--- src/rtl/scb_pkg.sv ---
package scb_pkg;
  typedef enum logic [1:0] {
    PH_IDLE,
    PH_WAIT_RD,
    PH_EXEC,
    PH_WAIT_WB
  } phase_e;
endpackage

--- src/rtl/scb_unit_slot.sv ---
module scb_unit_slot
  import scb_pkg::*;
#(
  parameter int NUM_FU  = 4,
  parameter int NUM_REG = 8,
  parameter int OP_W    = 4,
  parameter int IDX     = 0,
  localparam int REG_W  = $clog2(NUM_REG),
  localparam int TAG_W  = $clog2(NUM_FU)
) (
  input  logic             clk_i,
  input  logic             rst_ni,
  input  logic             issue_i,
  input  logic [OP_W-1:0]  op_i,
  input  logic [REG_W-1:0] dst_i,
  input  logic [REG_W-1:0] src_a_i,
  input  logic [REG_W-1:0] src_b_i,
  input  logic             pend_a_i,
  input  logic [TAG_W-1:0] tag_a_i,
  input  logic             pend_b_i,
  input  logic [TAG_W-1:0] tag_b_i,
  input  logic             done_i,
  input  logic             wr_vld_i,
  input  logic [TAG_W-1:0] wr_tag_i,
  output logic             busy_o,
  output logic             wait_rd_o,
  output logic             wait_wb_o,
  output logic             go_read_o,
  output logic [OP_W-1:0]  op_o,
  output logic [REG_W-1:0] dst_o,
  output logic [REG_W-1:0] src_a_o,
  output logic [REG_W-1:0] src_b_o,
  output logic             rdy_a_o,
  output logic             rdy_b_o
);
  phase_e           phase_q;
  logic [TAG_W-1:0] qa_q, qb_q;

  assign busy_o    = (phase_q != PH_IDLE);
  assign wait_rd_o = (phase_q == PH_WAIT_RD);
  assign wait_wb_o = (phase_q == PH_WAIT_WB);
  assign go_read_o = wait_rd_o && rdy_a_o && rdy_b_o;

  always_ff @(posedge clk_i or negedge rst_ni) begin
    if (!rst_ni) begin
      phase_q <= PH_IDLE;
      op_o    <= '0;
      dst_o   <= '0;
      src_a_o <= '0;
      src_b_o <= '0;
      qa_q    <= '0;
      qb_q    <= '0;
      rdy_a_o <= 1'b0;
      rdy_b_o <= 1'b0;
    end else if (issue_i) begin
      phase_q <= PH_WAIT_RD;
      op_o    <= op_i;
      dst_o   <= dst_i;
      src_a_o <= src_a_i;
      src_b_o <= src_b_i;
      qa_q    <= tag_a_i;
      qb_q    <= tag_b_i;
      rdy_a_o <= !pend_a_i;
      rdy_b_o <= !pend_b_i;
    end else begin
      unique case (phase_q)
        PH_WAIT_RD: begin
          if (go_read_o) begin
            phase_q <= PH_EXEC;
            // cleared so the write-after-read check no longer sees this unit
            rdy_a_o <= 1'b0;
            rdy_b_o <= 1'b0;
          end else begin
            if (wr_vld_i && !rdy_a_o && qa_q == wr_tag_i) rdy_a_o <= 1'b1;
            if (wr_vld_i && !rdy_b_o && qb_q == wr_tag_i) rdy_b_o <= 1'b1;
          end
        end
        PH_EXEC:    if (done_i) phase_q <= PH_WAIT_WB;
        PH_WAIT_WB: if (wr_vld_i && wr_tag_i == TAG_W'(IDX)) phase_q <= PH_IDLE;
        default:    phase_q <= PH_IDLE;
      endcase
    end
  end
endmodule

--- src/rtl/scb_result_table.sv ---
module scb_result_table #(
  parameter int NUM_FU  = 4,
  parameter int NUM_REG = 8,
  localparam int REG_W  = $clog2(NUM_REG),
  localparam int TAG_W  = $clog2(NUM_FU)
) (
  input  logic             clk_i,
  input  logic             rst_ni,
  input  logic             set_i,
  input  logic [REG_W-1:0] set_reg_i,
  input  logic [TAG_W-1:0] set_tag_i,
  input  logic             clr_i,
  input  logic [REG_W-1:0] clr_reg_i,
  input  logic [REG_W-1:0] rd_a_i,
  input  logic [REG_W-1:0] rd_b_i,
  input  logic [REG_W-1:0] rd_dst_i,
  output logic             pend_a_o,
  output logic [TAG_W-1:0] tag_a_o,
  output logic             pend_b_o,
  output logic [TAG_W-1:0] tag_b_o,
  output logic             pend_dst_o
);
  logic [NUM_REG-1:0] vld_q;
  logic [TAG_W-1:0]   tag_q [NUM_REG];

  for (genvar r = 0; r < NUM_REG; r++) begin : g_reg
    always_ff @(posedge clk_i or negedge rst_ni) begin
      if (!rst_ni) begin
        vld_q[r] <= 1'b0;
        tag_q[r] <= '0;
      end else if (set_i && set_reg_i == REG_W'(r)) begin
        vld_q[r] <= 1'b1;
        tag_q[r] <= set_tag_i;
      end else if (clr_i && clr_reg_i == REG_W'(r)) begin
        vld_q[r] <= 1'b0;
      end
    end
  end

  assign pend_a_o   = vld_q[rd_a_i];
  assign tag_a_o    = tag_q[rd_a_i];
  assign pend_b_o   = vld_q[rd_b_i];
  assign tag_b_o    = tag_q[rd_b_i];
  assign pend_dst_o = vld_q[rd_dst_i];
endmodule

--- src/rtl/scb_wb_arbiter.sv ---
module scb_wb_arbiter #(
  parameter int NUM_FU  = 4,
  parameter int NUM_REG = 8,
  localparam int REG_W  = $clog2(NUM_REG),
  localparam int TAG_W  = $clog2(NUM_FU)
) (
  input  logic [NUM_FU-1:0] wait_wb_i,
  input  logic [NUM_FU-1:0] wait_rd_i,
  input  logic [NUM_FU-1:0] rdy_a_i,
  input  logic [NUM_FU-1:0] rdy_b_i,
  input  logic [REG_W-1:0]  dst_i   [NUM_FU],
  input  logic [REG_W-1:0]  src_a_i [NUM_FU],
  input  logic [REG_W-1:0]  src_b_i [NUM_FU],
  output logic [NUM_FU-1:0] grant_o,
  output logic              wr_vld_o,
  output logic [TAG_W-1:0]  wr_tag_o,
  output logic [REG_W-1:0]  wr_reg_o
);
  logic [NUM_FU-1:0] war_hold, req;

  for (genvar u = 0; u < NUM_FU; u++) begin : g_war
    always_comb begin
      war_hold[u] = 1'b0;
      for (int v = 0; v < NUM_FU; v++) begin
        if (v != u && wait_rd_i[v] &&
            ((rdy_a_i[v] && src_a_i[v] == dst_i[u]) ||
             (rdy_b_i[v] && src_b_i[v] == dst_i[u])))
          war_hold[u] = 1'b1;
      end
    end
    assign req[u] = wait_wb_i[u] && !war_hold[u];
  end

  always_comb begin
    grant_o  = '0;
    wr_vld_o = 1'b0;
    wr_tag_o = '0;
    wr_reg_o = '0;
    for (int u = NUM_FU - 1; u >= 0; u--) begin
      if (req[u]) begin
        grant_o  = NUM_FU'(1) << u;
        wr_vld_o = 1'b1;
        wr_tag_o = TAG_W'(u);
        wr_reg_o = dst_i[u];
      end
    end
  end
endmodule

--- src/rtl/scb_ctrl.sv ---
module scb_ctrl
  import scb_pkg::*;
#(
  parameter int NUM_FU  = 4,
  parameter int NUM_REG = 8,
  parameter int OP_W    = 4,
  localparam int REG_W  = $clog2(NUM_REG),
  localparam int TAG_W  = $clog2(NUM_FU)
) (
  input  logic                   clk_i,
  input  logic                   rst_ni,
  input  logic                   instr_valid_i,
  input  logic [TAG_W-1:0]       instr_unit_i,
  input  logic [OP_W-1:0]        instr_op_i,
  input  logic [REG_W-1:0]       instr_dst_i,
  input  logic [REG_W-1:0]       instr_src_a_i,
  input  logic [REG_W-1:0]       instr_src_b_i,
  output logic                   issue_o,
  output logic                   issue_stall_o,
  output logic [NUM_FU-1:0]      go_read_o,
  input  logic [NUM_FU-1:0]      done_i,
  output logic [NUM_FU-1:0]      go_write_o,
  output logic [NUM_REG-1:0]     rf_rd_en_o,
  output logic [NUM_REG-1:0]     rf_wr_en_o,
  output logic [NUM_FU*OP_W-1:0] fu_op_o
);
  logic [NUM_FU-1:0] busy, wait_rd, wait_wb, rdy_a, rdy_b;
  logic [REG_W-1:0]  u_dst [NUM_FU];
  logic [REG_W-1:0]  u_sa  [NUM_FU];
  logic [REG_W-1:0]  u_sb  [NUM_FU];
  logic              pend_a, pend_b, pend_dst;
  logic [TAG_W-1:0]  tag_a, tag_b;
  logic              wr_vld;
  logic [TAG_W-1:0]  wr_tag;
  logic [REG_W-1:0]  wr_reg;
  logic              eff_pend_a, eff_pend_b;

  assign issue_stall_o = instr_valid_i && (busy[instr_unit_i] || pend_dst);
  assign issue_o       = instr_valid_i && !issue_stall_o;

  // a producer writing back this very cycle no longer owes the value
  assign eff_pend_a = pend_a && !(wr_vld && wr_reg == instr_src_a_i);
  assign eff_pend_b = pend_b && !(wr_vld && wr_reg == instr_src_b_i);

  scb_result_table #(.NUM_FU(NUM_FU), .NUM_REG(NUM_REG)) u_table (
    .clk_i      (clk_i),
    .rst_ni     (rst_ni),
    .set_i      (issue_o),
    .set_reg_i  (instr_dst_i),
    .set_tag_i  (instr_unit_i),
    .clr_i      (wr_vld),
    .clr_reg_i  (wr_reg),
    .rd_a_i     (instr_src_a_i),
    .rd_b_i     (instr_src_b_i),
    .rd_dst_i   (instr_dst_i),
    .pend_a_o   (pend_a),
    .tag_a_o    (tag_a),
    .pend_b_o   (pend_b),
    .tag_b_o    (tag_b),
    .pend_dst_o (pend_dst)
  );

  for (genvar u = 0; u < NUM_FU; u++) begin : g_slot
    scb_unit_slot #(
      .NUM_FU(NUM_FU), .NUM_REG(NUM_REG), .OP_W(OP_W), .IDX(u)
    ) u_slot (
      .clk_i     (clk_i),
      .rst_ni    (rst_ni),
      .issue_i   (issue_o && instr_unit_i == TAG_W'(u)),
      .op_i      (instr_op_i),
      .dst_i     (instr_dst_i),
      .src_a_i   (instr_src_a_i),
      .src_b_i   (instr_src_b_i),
      .pend_a_i  (eff_pend_a),
      .tag_a_i   (tag_a),
      .pend_b_i  (eff_pend_b),
      .tag_b_i   (tag_b),
      .done_i    (done_i[u]),
      .wr_vld_i  (wr_vld),
      .wr_tag_i  (wr_tag),
      .busy_o    (busy[u]),
      .wait_rd_o (wait_rd[u]),
      .wait_wb_o (wait_wb[u]),
      .go_read_o (go_read_o[u]),
      .op_o      (fu_op_o[u*OP_W +: OP_W]),
      .dst_o     (u_dst[u]),
      .src_a_o   (u_sa[u]),
      .src_b_o   (u_sb[u]),
      .rdy_a_o   (rdy_a[u]),
      .rdy_b_o   (rdy_b[u])
    );
  end

  scb_wb_arbiter #(.NUM_FU(NUM_FU), .NUM_REG(NUM_REG)) u_arb (
    .wait_wb_i (wait_wb),
    .wait_rd_i (wait_rd),
    .rdy_a_i   (rdy_a),
    .rdy_b_i   (rdy_b),
    .dst_i     (u_dst),
    .src_a_i   (u_sa),
    .src_b_i   (u_sb),
    .grant_o   (go_write_o),
    .wr_vld_o  (wr_vld),
    .wr_tag_o  (wr_tag),
    .wr_reg_o  (wr_reg)
  );

  always_comb begin
    rf_rd_en_o = '0;
    for (int u = 0; u < NUM_FU; u++) begin
      if (go_read_o[u]) begin
        rf_rd_en_o[u_sa[u]] = 1'b1;
        rf_rd_en_o[u_sb[u]] = 1'b1;
      end
    end
  end

  assign rf_wr_en_o = wr_vld ? (NUM_REG'(1) << wr_reg) : '0;
endmodule

--- config.mk ---
export PLATFORM = sky130hd
export DESIGN_NAME = scb_ctrl
export DESIGN_NICKNAME = d
export VERILOG_FILES = /design/src/rtl/scb_pkg.sv /design/src/rtl/scb_unit_slot.sv /design/src/rtl/scb_result_table.sv /design/src/rtl/scb_wb_arbiter.sv /design/src/rtl/scb_ctrl.sv
export SDC_FILE = /design/constraint.sdc
export NUM_CORES = 1
export LEC_CHECK = 0
export BUFFER_PORTS_ARGS = -buffer_cell sky130_fd_sc_hd__buf_2
export CORE_MARGIN = 4
export CORE_UTILIZATION = 60
export DETAILED_ROUTE_END_ITERATION = 6
export PLACE_DENSITY = 0.8
export RECOVER_POWER = 25
export SYNTH_ARGS = -nofsm -noshare
export SYNTH_HDL_FRONTEND = slang
export SYNTH_SLANG_ARGS = --single-unit
--- constraint.sdc ---
create_clock -name clk_i -period 4.88 [get_ports clk_i]
set_input_delay 0.488 -clock clk_i [delete_from_list [all_inputs] [get_ports clk_i]]
set_output_delay 0.488 -clock clk_i [all_outputs]
set_load 0.01 [all_outputs]
Word-level counts from Yosys, hierarchy flattened
Cells that the tools add are included.
{ "word_totals": {"ff_bits": 108, "input_bits": 22} }
{ "op_classes": {"n_mux": 131, "n_bitwise": 9, "magnitude_cmp": 22, "shift": 1, "n_eq_ne": 78, "n_reduce_logical": 172} }
{ "op_table": {"columns": ["cell", "n"], "rows": [
  ["logical AND 1 bit", 102],
  ["== test 3 bit", 26],
  ["2-to-1 mux 1 bit", 76],
  ["OR 8 bit", 7],
  ["2-to-1 mux 2 bit", 24],
  ["less-than comparator 3 x 4 -> 1 bit, second input constant", 11],
  ["2-to-1 mux 8 bit", 5],
  ["inequality test 3 x 2 -> 1 bit, second input constant", 12],
  ["nonzero test 2 bit", 16],
  ["demux 1 bit (select 3 bit)", 8],
  ["== test 2 bit, second input constant", 12],
  ["== test 3 bit, second input constant", 8],
  [">= comparator 3 x 1 -> 1 bit, second input constant", 8],
  ["one-hot mux 2 bit (3 select lines)", 4],
  ["nonzero test 3 bit", 8],
  ["logical NOT 1 bit", 17],
  ["== test 2 bit", 8],
  ["2-to-1 mux 4 bit", 4],
  ["AND reduction 2 bit", 8],
  ["logical OR 1 bit", 13],
  ["binary-select mux 2 bit (select 3 bit)", 2],
  ["== test 2 x 1 -> 1 bit, second input constant", 6],
  ["== test 3 x 2 -> 1 bit, second input constant", 4],
  ["2-to-1 mux 3 bit", 4],
  ["10 further kinds", 20]
]} }

Logic depth before layout (Yosys ltp)
Gate-level depths: netlist (run 1).
{ "depth": {"ltp_word": 19, "depth_mapped": 11, "mapped_depth_nobuf": 10} }

Hierarchy
A second synthesis (run 1) with hierarchy kept.
{ "hier_totals": {"hier_cells": 671, "area_unflattened_um2": 7463.4} }
{ "modules_own_cells": {"columns": ["module", "seq_area_each_um2", "area_per_inst_um2", "n_inst", "cells_each"], "rows": [
  ["scb_result_table", 600.6, 1473.9, 1, 90],
  ["scb_wb_arbiter", 0.0, 1232.4, 1, 154],
  ["scb_unit_slot (g_slot[3].u_slot)", 525.5, 974.7, 1, 69],
  ["scb_unit_slot (g_slot[0].u_slot)", 525.5, 965.9, 1, 72],
  ["scb_unit_slot (g_slot[1].u_slot)", 525.5, 962.2, 1, 72],
  ["scb_unit_slot (g_slot[2].u_slot)", 525.5, 960.9, 1, 71],
  ["scb_ctrl", 0.0, 893.4, 1, 143]
]} }

Worst setup path after synthesis (run 1)
No wires, ideal clock.
{ "synth_timing": {"kind": "register to output", "startpoint": "register g_slot[1].u_slot.phase_q[1]", "endpoint": "output port rf_wr_en_o[1]", "path_stages_with_launch": 9, "required_ns": 4.392, "path_buffers": 0, "arrival_time_ns": 2.375, "path_slack_ns": 2.017, "path_cell_list": "dfrtp_1 inv_1 ha_1 a21boi_1 or4b_4 a311oi_2 o21ai_2 nand2b_1 nor3_1"} }
{ "synth_via": {"elab_chain_cells": 12} }
{ "synth_rtl": {"columns": ["item", "line", "rtl"], "rows": [
  ["start: declaration", "scb_unit_slot.sv:36", "phase_e phase_q;"],
  ["start signal: assignment", "scb_unit_slot.sv:46", "phase_q <= PH_IDLE;"],
  ["start signal: assignment", "scb_unit_slot.sv:56", "phase_q <= PH_WAIT_RD;"],
  ["start signal: assignment", "scb_unit_slot.sv:69", "phase_q <= PH_EXEC;"],
  ["== test 2 x 1 -> 1 bit", "scb_unit_slot.sv:40", "assign wait_rd_o = (phase_q == PH_WAIT_RD);"],
  ["logical AND 1 bit", "scb_wb_arbiter.sv:25", "if (v != u && wait_rd_i[v] &&"],
  ["2-to-1 mux 1 bit (2 in series)", "scb_wb_arbiter.sv:25", null],
  ["logical NOT 1 bit", "scb_wb_arbiter.sv:31", "assign req[u] = wait_wb_i[u] && !war_hold[u];"],
  ["logical AND 1 bit", "scb_wb_arbiter.sv:31", null],
  ["2-to-1 mux 3 bit (4 in series)", "scb_wb_arbiter.sv:40", "if (req[u]) begin"],
  ["left shift 1 x 3 -> 8 bit", "scb_ctrl.sv:118", "assign rf_wr_en_o = wr_vld ? (NUM_REG'(1) << wr_reg) : '0;"],
  ["2-to-1 mux 8 bit (*)", "scb_ctrl.sv:118", null],
  ["end: declaration", "scb_ctrl.sv:24", "output logic [NUM_REG-1:0] rf_wr_en_o,"]
]} }
Mark *: on every way between the ends. The rest lies on a longest branch, timed or not.

Final worst setup path (run 1)
{ "layout_timing": {"startpoint": "register g_slot[0].u_slot.dst_o[2]", "endpoint": "output port rf_wr_en_o[1]"} }
{ "layout_via": {"elab_chain_cells": 12} }
{ "layout_rtl": {"columns": ["item", "line", "rtl"], "rows": [
  ["start: declaration", "scb_unit_slot.sv:30", "output logic [REG_W-1:0] dst_o,"],
  ["start signal: assignment", "scb_unit_slot.sv:58", "dst_o <= dst_i;"],
  ["== test 3 bit, on equally long branches", "scb_wb_arbiter.sv:26, scb_wb_arbiter.sv:27", null],
  ["logical AND 1 bit, on equally long branches", "scb_wb_arbiter.sv:26, scb_wb_arbiter.sv:27", null],
  ["logical OR 1 bit", "scb_wb_arbiter.sv:26", "((rdy_a_i[v] && src_a_i[v] == dst_i[u]) ||"],
  ["logical AND 1 bit", "scb_wb_arbiter.sv:25", null],
  ["2-to-1 mux 1 bit (3 in series)", "scb_wb_arbiter.sv:25", null],
  ["logical NOT 1 bit", "scb_wb_arbiter.sv:31", null],
  ["logical AND 1 bit", "scb_wb_arbiter.sv:31", null],
  ["2-to-1 mux 3 bit", "scb_wb_arbiter.sv:40", null],
  ["left shift 1 x 3 -> 8 bit", "scb_ctrl.sv:118", null],
  ["2-to-1 mux 8 bit (*)", "scb_ctrl.sv:118", null]
]} }
Marked as above.

==> summary.md, run 1 <==
| Metric | Value |
|---|---|
| Number of routed nets with antenna violations | 0 |
| Resized Gates After CTS | 0 |
| Switch Pwr | 0.0003896 W |
| Critical Path Stages | 8 |
| Clock power frac | 0.422 |
| Final HPWL DP | 14510 µm |
| GRT Total Usage | 0.2900 |
| Ant diodes | 0 |
| PD cells | 210.1 nW/µm² |
| Die area | 14180 µm² |
| Leading area contributor after synthesis | dfrtp_1 |
| Crit path kind | reg -> out |
| Synth async-reset ratio | 1.000 |
| Reg2Reg Depth | 6 |
| CP endpoint kind | output port |
| MaxCap Viol Count | 1 |
| Clock Tree Root | clkbuf_16 |
| Outcome | complete, but fails checks |
| Htree depth | 3 |
| GP Congestion | 0.9894 |
| Crit. Startpoint | g_slot[0].u_slot.dst_o[2]$_DFFE_PN0P_ |
| Post-synth top flop | dfrtp_1 |
| Crit Reg-Reg Startpoint | u_table.vld_q[6]$_DFFE_PN0P_ |
| Initial antenna violation count | 0 |
| TritonCTS clock tree | yes |
| Core area | 12060 µm² |
| Final Max Tran Viols | 69 |
| Post-synthesis register bit count | 108 |
| Overflow after GRT | 0 |
| Vias in the first global route | 5976 |
| Setup Viol. Count Final | 0 |
| Synth top area cells | dfrtp_1 (36%), mux2_2 (10%), xnor2_1 (9.0%) |
| Final cycle utilization of the critical path | 0.7660 |
| Layout Utilization | 0.6556 |
| Worst Setup EP | rf_wr_en_o[1] |
| Seq pwr share | 0.538 |
| Post-synthesis sequential area ratio | 0.3650 |
| # DRC | 0 |
| Syn Nets | 791 |
| Arrival time worst endpoint | 3.25 ns |
| Hold Path Class | in -> reg |
| Relative slew slack | -1.391 |
| Post-CTS Hold Fix Bufs | 0 |
| Final Hold Fails | 0 |
| Clk sinks | 108 |
| Die X | 119.1 µm |
| Routed len/inst | 21.65 µm |
| Largest net degree at the start of global routing | 69 |
| Required time of the critical path | 4.39 ns |
| Failing checks | capacitance limit, slew limit |
| Io pins | 64 |
| CP max-delay cell | nor4_1 |
| Max stage delay on crit path | 0.87 ns |
| DRT iter0 DRCs | 530 |
| Worst Path Max Fanout | 17 |
| Pint | 0.001272 W |
| Worst-Margin Slew | 3.587 ns |
| Rows | 40 |
| Die height | 119.1 µm |
| Sw frac | 0.2345 |
| Via density | 6.458 |
| Starting density of the core | 0.6139 |
| Leak Pwr | 3.424 nW |
| Worst r2r dst | g_slot[3].u_slot.src_b_o[0]$_DFFE_PN0P_ |
| Max VDD drop | 0.0002025 V |
| Post-synthesis cell area | 7405 µm² |
| Detailed-route wire length | 20260 µm |
| Worst skew pair latency | 0.36 ns |
| Synth Instances | 751 |
| Syn_area_per_cell | 9.860 µm² |
| Worst path top cell family by delay | simple AND/OR/NAND/NOR gates |
| RSZ-0062 raised after global routing | false |
| Reg-to-reg slack, setup | 1.77 ns |
| Comb power frac | 0.040 |
| Unique masters post-synth | 61 |
| Clock-pin slew on the worst setup and hold paths | 0.07 ns |
| Share of cells above drive strength 1 | 0.2396 |
| Inst Count DP | 921 |
| Clock Path Buffers | 2 |
| Post-CTS Setup Bufs | 0 |
| CP Buf/Inv Count | 2 |
| EDFF count, synth | 0 |
| Area delta synth->final | 6.793% |
| Startpoint types | flop |
| Fmax | 0.2675 GHz |
| PortBufs | 63 |
| Post-layout net count | 804 |
| CTS Buf Count | 9 |
| First-pass GRT wire length | 32060 µm |
| Finished Layout Cells | 936 |
| Via count | 6045 |
| TritonRoute pass-1 iters | 5 |
| Post-synth top area share | 0.3650 |
| Worst clock skew | 0.006242 ns |
| Fin crit period | 3.738 ns |
| Synth cell count leaders | dfrtp_1 (108), nand2_1 (84), xnor2_1 (76) |
| Setup TNS | 0 ns |
| Top-count cell post-synth | dfrtp_1 |
| Worst path cell trace | xnor2_1, nand4_1, a21boi_0, nand4bb_1, inv_2, nor4_1, nor3_1, buf_2 |
| Yosys synthesis warning count | 0 |
[power groups by stage]
stage	combinational [W]	sequential [W]	clock [W]
2_1_floorplan	0.0000250	0.000912	0
3_3_place_gp	0.0000648	0.000912	0
3_5_place_dp	0.0000667	0.000912	0
4_1_cts	0.0000672	0.000894	0.000709
5_1_grt	0.0000723	0.000894	0.000750
6_report	0.0000665	0.000894	0.000701
[state kept, by name, indices dropped and copies added, names as in the netlist]
signal / count
g_slot.u_slot.src_b_o: 12
u_table.vld_q: 8
g_slot.u_slot.qb_q: 8
g_slot.u_slot.dst_o: 12
g_slot.u_slot.op_o: 16
g_slot.u_slot.qa_q: 8
u_table.tag_q: 16
g_slot.u_slot.src_a_o: 12
g_slot.u_slot.rdy_a_o: 4
g_slot.u_slot.phase_q: 8
g_slot.u_slot.rdy_b_o: 4
[worst register-to-register path, cell delays in order, from the launching register on]
cell and delay (ns):
dfrtp_1 0.41, mux4_2 0.46, mux2i_1 0.19, nand3_1 0.34
inv_1 0.21, and3_1 0.92, mux2_2 0.44
[per-stage QoR]
stage / area [µm²] / total power [W] / setup WS [ns] / hold WS (ns)
after floorplan: 7405 / 0.0009372 / 2.017 / 0.1924
after CTS: 7911 / 0.001671 / 1.236 / 0.2639
after global routing: 7908 / 0.001716 / 0.8272 / 0.3687
after global placement: 7635 / 0.0009767 / 1.558 / 0.4572
final: 7908 / 0.001662 / 1.142 / 0.3539
after detailed placement: 7635 / 0.0009785 / 1.464 / 0.4638
[routing by layer]
metal / track usage / share of wire
met1: 0.3885 / 0.41
met2: 0.4535 / 0.46
met3: 0.06790 / 0.089
met4: 0.1217 / 0.039
met5: 0 / 0
[cell type report]
class / instances / area [µm²]
sequential: 108 / 2703
inverter: 30 / 112.6
clock buffer: 11 / 242.7
tap: 168 / 210.2
timing repair buffer: 67 / 344.1
fill: 953 / 4154
clock inverter: 4 / 33.78
multi-input combinational: 548 / 4262
[layout by cell type, fill, tap and decap left out, drive strengths merged, types with 13 or more instances in the layout]
| cell | n |
|---|---|
| dfrtp | 108 |
| nand2 | 85 |
| xnor2 | 78 |
| mux2 | 68 |
| buf | 66 |
| inv | 31 |
| o21ai | 31 |
| nor3 | 28 |
| nand4 | 26 |
| nor2 | 24 |
| a21oi | 21 |
| ha | 18 |
| mux4 | 15 |
| nand3 | 15 |
| nor2b | 13 |
[worst min path at each step]
stage,start,endpoint,slack (ns),cells after the start
global route,instr_op_i[3],g_slot[1].u_slot.op_o[3]$_DFFE_PN0P_,0.37,3
CTS,rst_ni,u_table.tag_q[1]$_DFFE_PN0P_,0.26,1
detailed placement,g_slot[1].u_slot.op_o[2]$_DFFE_PN0P_,g_slot[1].u_slot.op_o[2]$_DFFE_PN0P_,0.46,2
finish,instr_op_i[3],g_slot[1].u_slot.op_o[3]$_DFFE_PN0P_,0.35,3
global placement,g_slot[1].u_slot.op_o[2]$_DFFE_PN0P_,g_slot[1].u_slot.op_o[2]$_DFFE_PN0P_,0.46,2
floorplan,rst_ni,g_slot[0].u_slot.dst_o[0]$_DFFE_PN0P_,0.19,0
[cell families after synthesis]
logic type | count (synthesis) | share of synthesized area
xor gates and xnor gates | 86 | 0.1038
AOI/OAI and AO/OA | 115 | 0.1090
adders and majority gates | 18 | 0.03042
buffers and inverters | 95 | 0.06117
DFF | 108 | 0.3650
muxes | 89 | 0.1571
and+or+nand+nor | 240 | 0.1735
Power figures use the tool's default switching activity.
==> inputs of run 2 (changes only) <==
- clock period: 4.88 -> 3.85 ns (I/O delays scaled with it)
==> summary.md, run 2 (synthesized netlist as in run 1, its figures left out) <==
| Metric | Value |
|---|---|
| Final HPWL DP | 14760 µm (+1.8%) |
| Relative slew slack | 0.1673 (+1.559) |
| CTS Buf Count | 9 (unchanged) |
| Post-CTS Setup Bufs | 0 (unchanged) |
| Final instance area | 7976 µm² (+0.87%) |
| Outcome | complete, no violations |
| Final Max Tran Viols | 0 (-100%) |
| RSZ-0062 raised after global routing | false |
| Routed len/inst | 21.90 µm (+1.2%) |
| Starting density of the core | 0.6139 (unchanged) |
| Fmax | 0.2720 GHz |
| Io pins | 64 (unchanged) |
| Clock power frac | 0.453 (+0.031) |
| Post-layout net count | 808 (+0.50%) |
| Worst skew pair latency | 0.36 ns (about the same) |
| GP Congestion | 0.9514 (-3.8%) |
| Clk sinks | 108 (unchanged) |
| First-pass GRT wire length | 33290 µm (+3.9%) |
| Clock Path Buffers | 2 (unchanged) |
| Largest net degree at the start of global routing | 57 (-17%) |
| PortBufs | 63 (unchanged) |
| Setup Viol. Count Final | 0 (unchanged) |
| Required time of the critical path | 3.46 ns (-0.93 ns) |
| Commonest non-fill, non-tap cell in the layout | dfrtp_1 |
| Post-DP Area | 7665 µm² (+0.39%) |
| Reg2Reg Depth | 8 (+2) |
| Switch Pwr | 0.0005017 W (+29%) |
| Top Registers | g_slot.u_slot.op_o x16, u_table.tag_q x16 |
| Overflow after GRT | 0 (unchanged) |
| Share of cells above drive strength 1 | 0.2448 (+0.005235) |
| Worst r2r dst | g_slot[3].u_slot.phase_q[0]$_DFFE_PN0P_ |
| Number of routed nets with antenna violations | 0 (unchanged) |
| Crit Reg-Reg Startpoint | g_slot[3].u_slot.phase_q[1]$_DFFE_PN0P_ |
| Worst clock skew | 0.01049 ns (+0.004247 ns) |
| # DRC | 0 (unchanged) |
| Die area | 14180 µm² (unchanged) |
| Ant diodes | 0 (unchanged) |
| Crit. Startpoint | g_slot[3].u_slot.phase_q[1]$_DFFE_PN0P_ |
| TritonCTS clock tree | yes |
| MaxCap Viol Count | 0 (-1) |
| Die X | 119.1 µm (unchanged) |
| Final cycle utilization of the critical path | 0.9548 |
| Clock Tree Root | clkbuf_16 |
| Worst-Margin Slew | 1.249 ns (-2.338 ns) |
| Clock-pin slew on the worst setup and hold paths | 0.07 ns (about the same) |
| Core area | 12060 µm² (unchanged) |
| Startpoint types | flop |
| DP Worst Slack | 0.6054 ns (-0.8581 ns) |
| Via density | 6.388 (-1.1%) |
| Rows | 40 (unchanged) |
| Pint | 0.001728 W (+36%) |
| Worst Setup EP | rf_wr_en_o[3] |
| Final Hold Fails | 0 (unchanged) |
| Area delta synth->final | 7.722% |
| Detailed-route wire length | 20580 µm (+1.6%) |
| Crit path kind | reg -> out |
| Seq pwr share | 0.508 (-0.030) |
| Max VDD drop | 0.0002025 V (about the same) |
| PnR worst setup slack | 0.1740 ns (-0.9681 ns) |
| Hold WS | 0.08769 ns (-0.2662 ns) |
| Fill count | 934 (-2.0%) |
| Hold Path Class | in -> async |
| Post-CTS Hold Fix Bufs | 0 (unchanged) |
| Reg-to-reg slack, setup | 0.62 ns (-1.15 ns) |
| Most frequent cells in the layout | dfrtp_1 (107), nand2_1 (84), xnor2_1 (76) |
| CP endpoint kind | output port |
| Fin crit period | 3.676 ns |
| Via count | 6005 (-0.66%) |
| PD cells | 279.5 nW/µm² (+33%) |
| Die height | 119.1 µm (unchanged) |
| Arrival time worst endpoint | 3.29 ns (+0.04 ns) |
| TritonRoute pass-1 iters | 5 (unchanged) |
| Comb power frac | 0.038 (-0.002) |
| GRT Total Usage | 0.2986 (+0.008541) |
| DRT iter0 DRCs | 608 (+15%) |
| Setup TNS | 0 ns (unchanged) |
| Leak Pwr | 3.471 nW (+1.4%) |
| Worst Path Max Fanout | 17 (unchanged) |
| Vias in the first global route | 6019 (+0.72%) |
| Htree depth | 3 (unchanged) |
| Sw frac | 0.2250 (-0.009478) |
| Initial antenna violation count | 0 (unchanged) |
-- run 2: cell count changes in the layout (fill, tap and decap cells not counted), sizes merged --
cell,previous run,this run
buf,66,70
clkinvlp,3,0
clkinv,0,1
clkbuf,12,11
inv,31,32
bufinv,0,2
-- run 2: worst max-delay path, stage by stage, from the launching register on --
cell and delay [ns]:
dfrtp_1 0.43, inv_1 0.11, ha_1 0.38, a21boi_1 0.42
nand4bb_1 0.38, inv_2 0.23, nor4_1 0.51, buf_4 0.23
nor3_1 0.07, buf_2 0.17
-- run 2: how the worst min path moves through the flow --
stage / end / slack, ns
2_1_floorplan: g_slot[0].u_slot.dst_o[0]$_DFFE_PN0P_ / 0.09
3_3_place_gp: g_slot[1].u_slot.op_o[2]$_DFFE_PN0P_ / 0.46
3_5_place_dp: g_slot[1].u_slot.op_o[3]$_DFFE_PN0P_ / 0.46
4_1_cts: u_table.tag_q[8]$_DFFE_PN0P_ / 0.11
5_1_grt: u_table.tag_q[2]$_DFFE_PN0P_ / 0.16
6_report: u_table.tag_q[1]$_DFFE_PN0P_ / 0.09
-- run 2: what timing repair did --
| item | CTS | global route |
|---|---|---|
| hold endpoints to repair | 0 | 0 |
| endpoints found under the setup margin | 0 | 2 |
| gates resized for setup | 0 | 2 |
-- run 2: power by group through the flow --
| stage | Combinational (W) | Sequential, W | Clock (W) |
|---|---|---|---|
| after floorplan | 0.0000317 | 0.00116 | 0 |
| after global placement | 0.0000840 | 0.00116 | 0 |
| after detailed placement | 0.0000861 | 0.00116 | 0 |
| after CTS | 0.0000862 | 0.00113 | 0.00102 |
| after global routing | 0.0000933 | 0.00113 | 0.00106 |
| final | 0.0000856 | 0.00113 | 0.00101 |
-- run 2: layout make-up --
type,count,area [µm²],area share
clock buffer,10,229.0,0.02871
clock inverter,5,85.08,0.01067
inverter,30,112.6,0.01412
multi-input combinational,548,4262,0.5343
sequential,108,2704,0.3390
tap,168,210.2,0.02635
timing repair buffer,71,374.1,0.04690
-- run 2: stage by stage --
step | utilization | total power, W | instances
5_1_grt | 0.6613 | 0.002289 | 940
6_report | 0.6613 | 0.002230 | 940
3_5_place_dp | 0.6355 | 0.001242 | 925
2_1_floorplan | - | 0.001188 | 751
3_3_place_gp | 0.6355 | 0.001240 | 925
4_1_cts | 0.6615 | 0.002243 | 940
-- run 2: per-layer routing --
layer | global-route usage | wire (µm) | up-vias
li1 | - | - | 2674
met1 | 0.4102 | 8553 | 2962
met2 | 0.4574 | 9461 | 316
met3 | 0.06505 | 1917 | 53
met4 | 0.1274 | 650 | 0
met5 | 0 | 0 | -
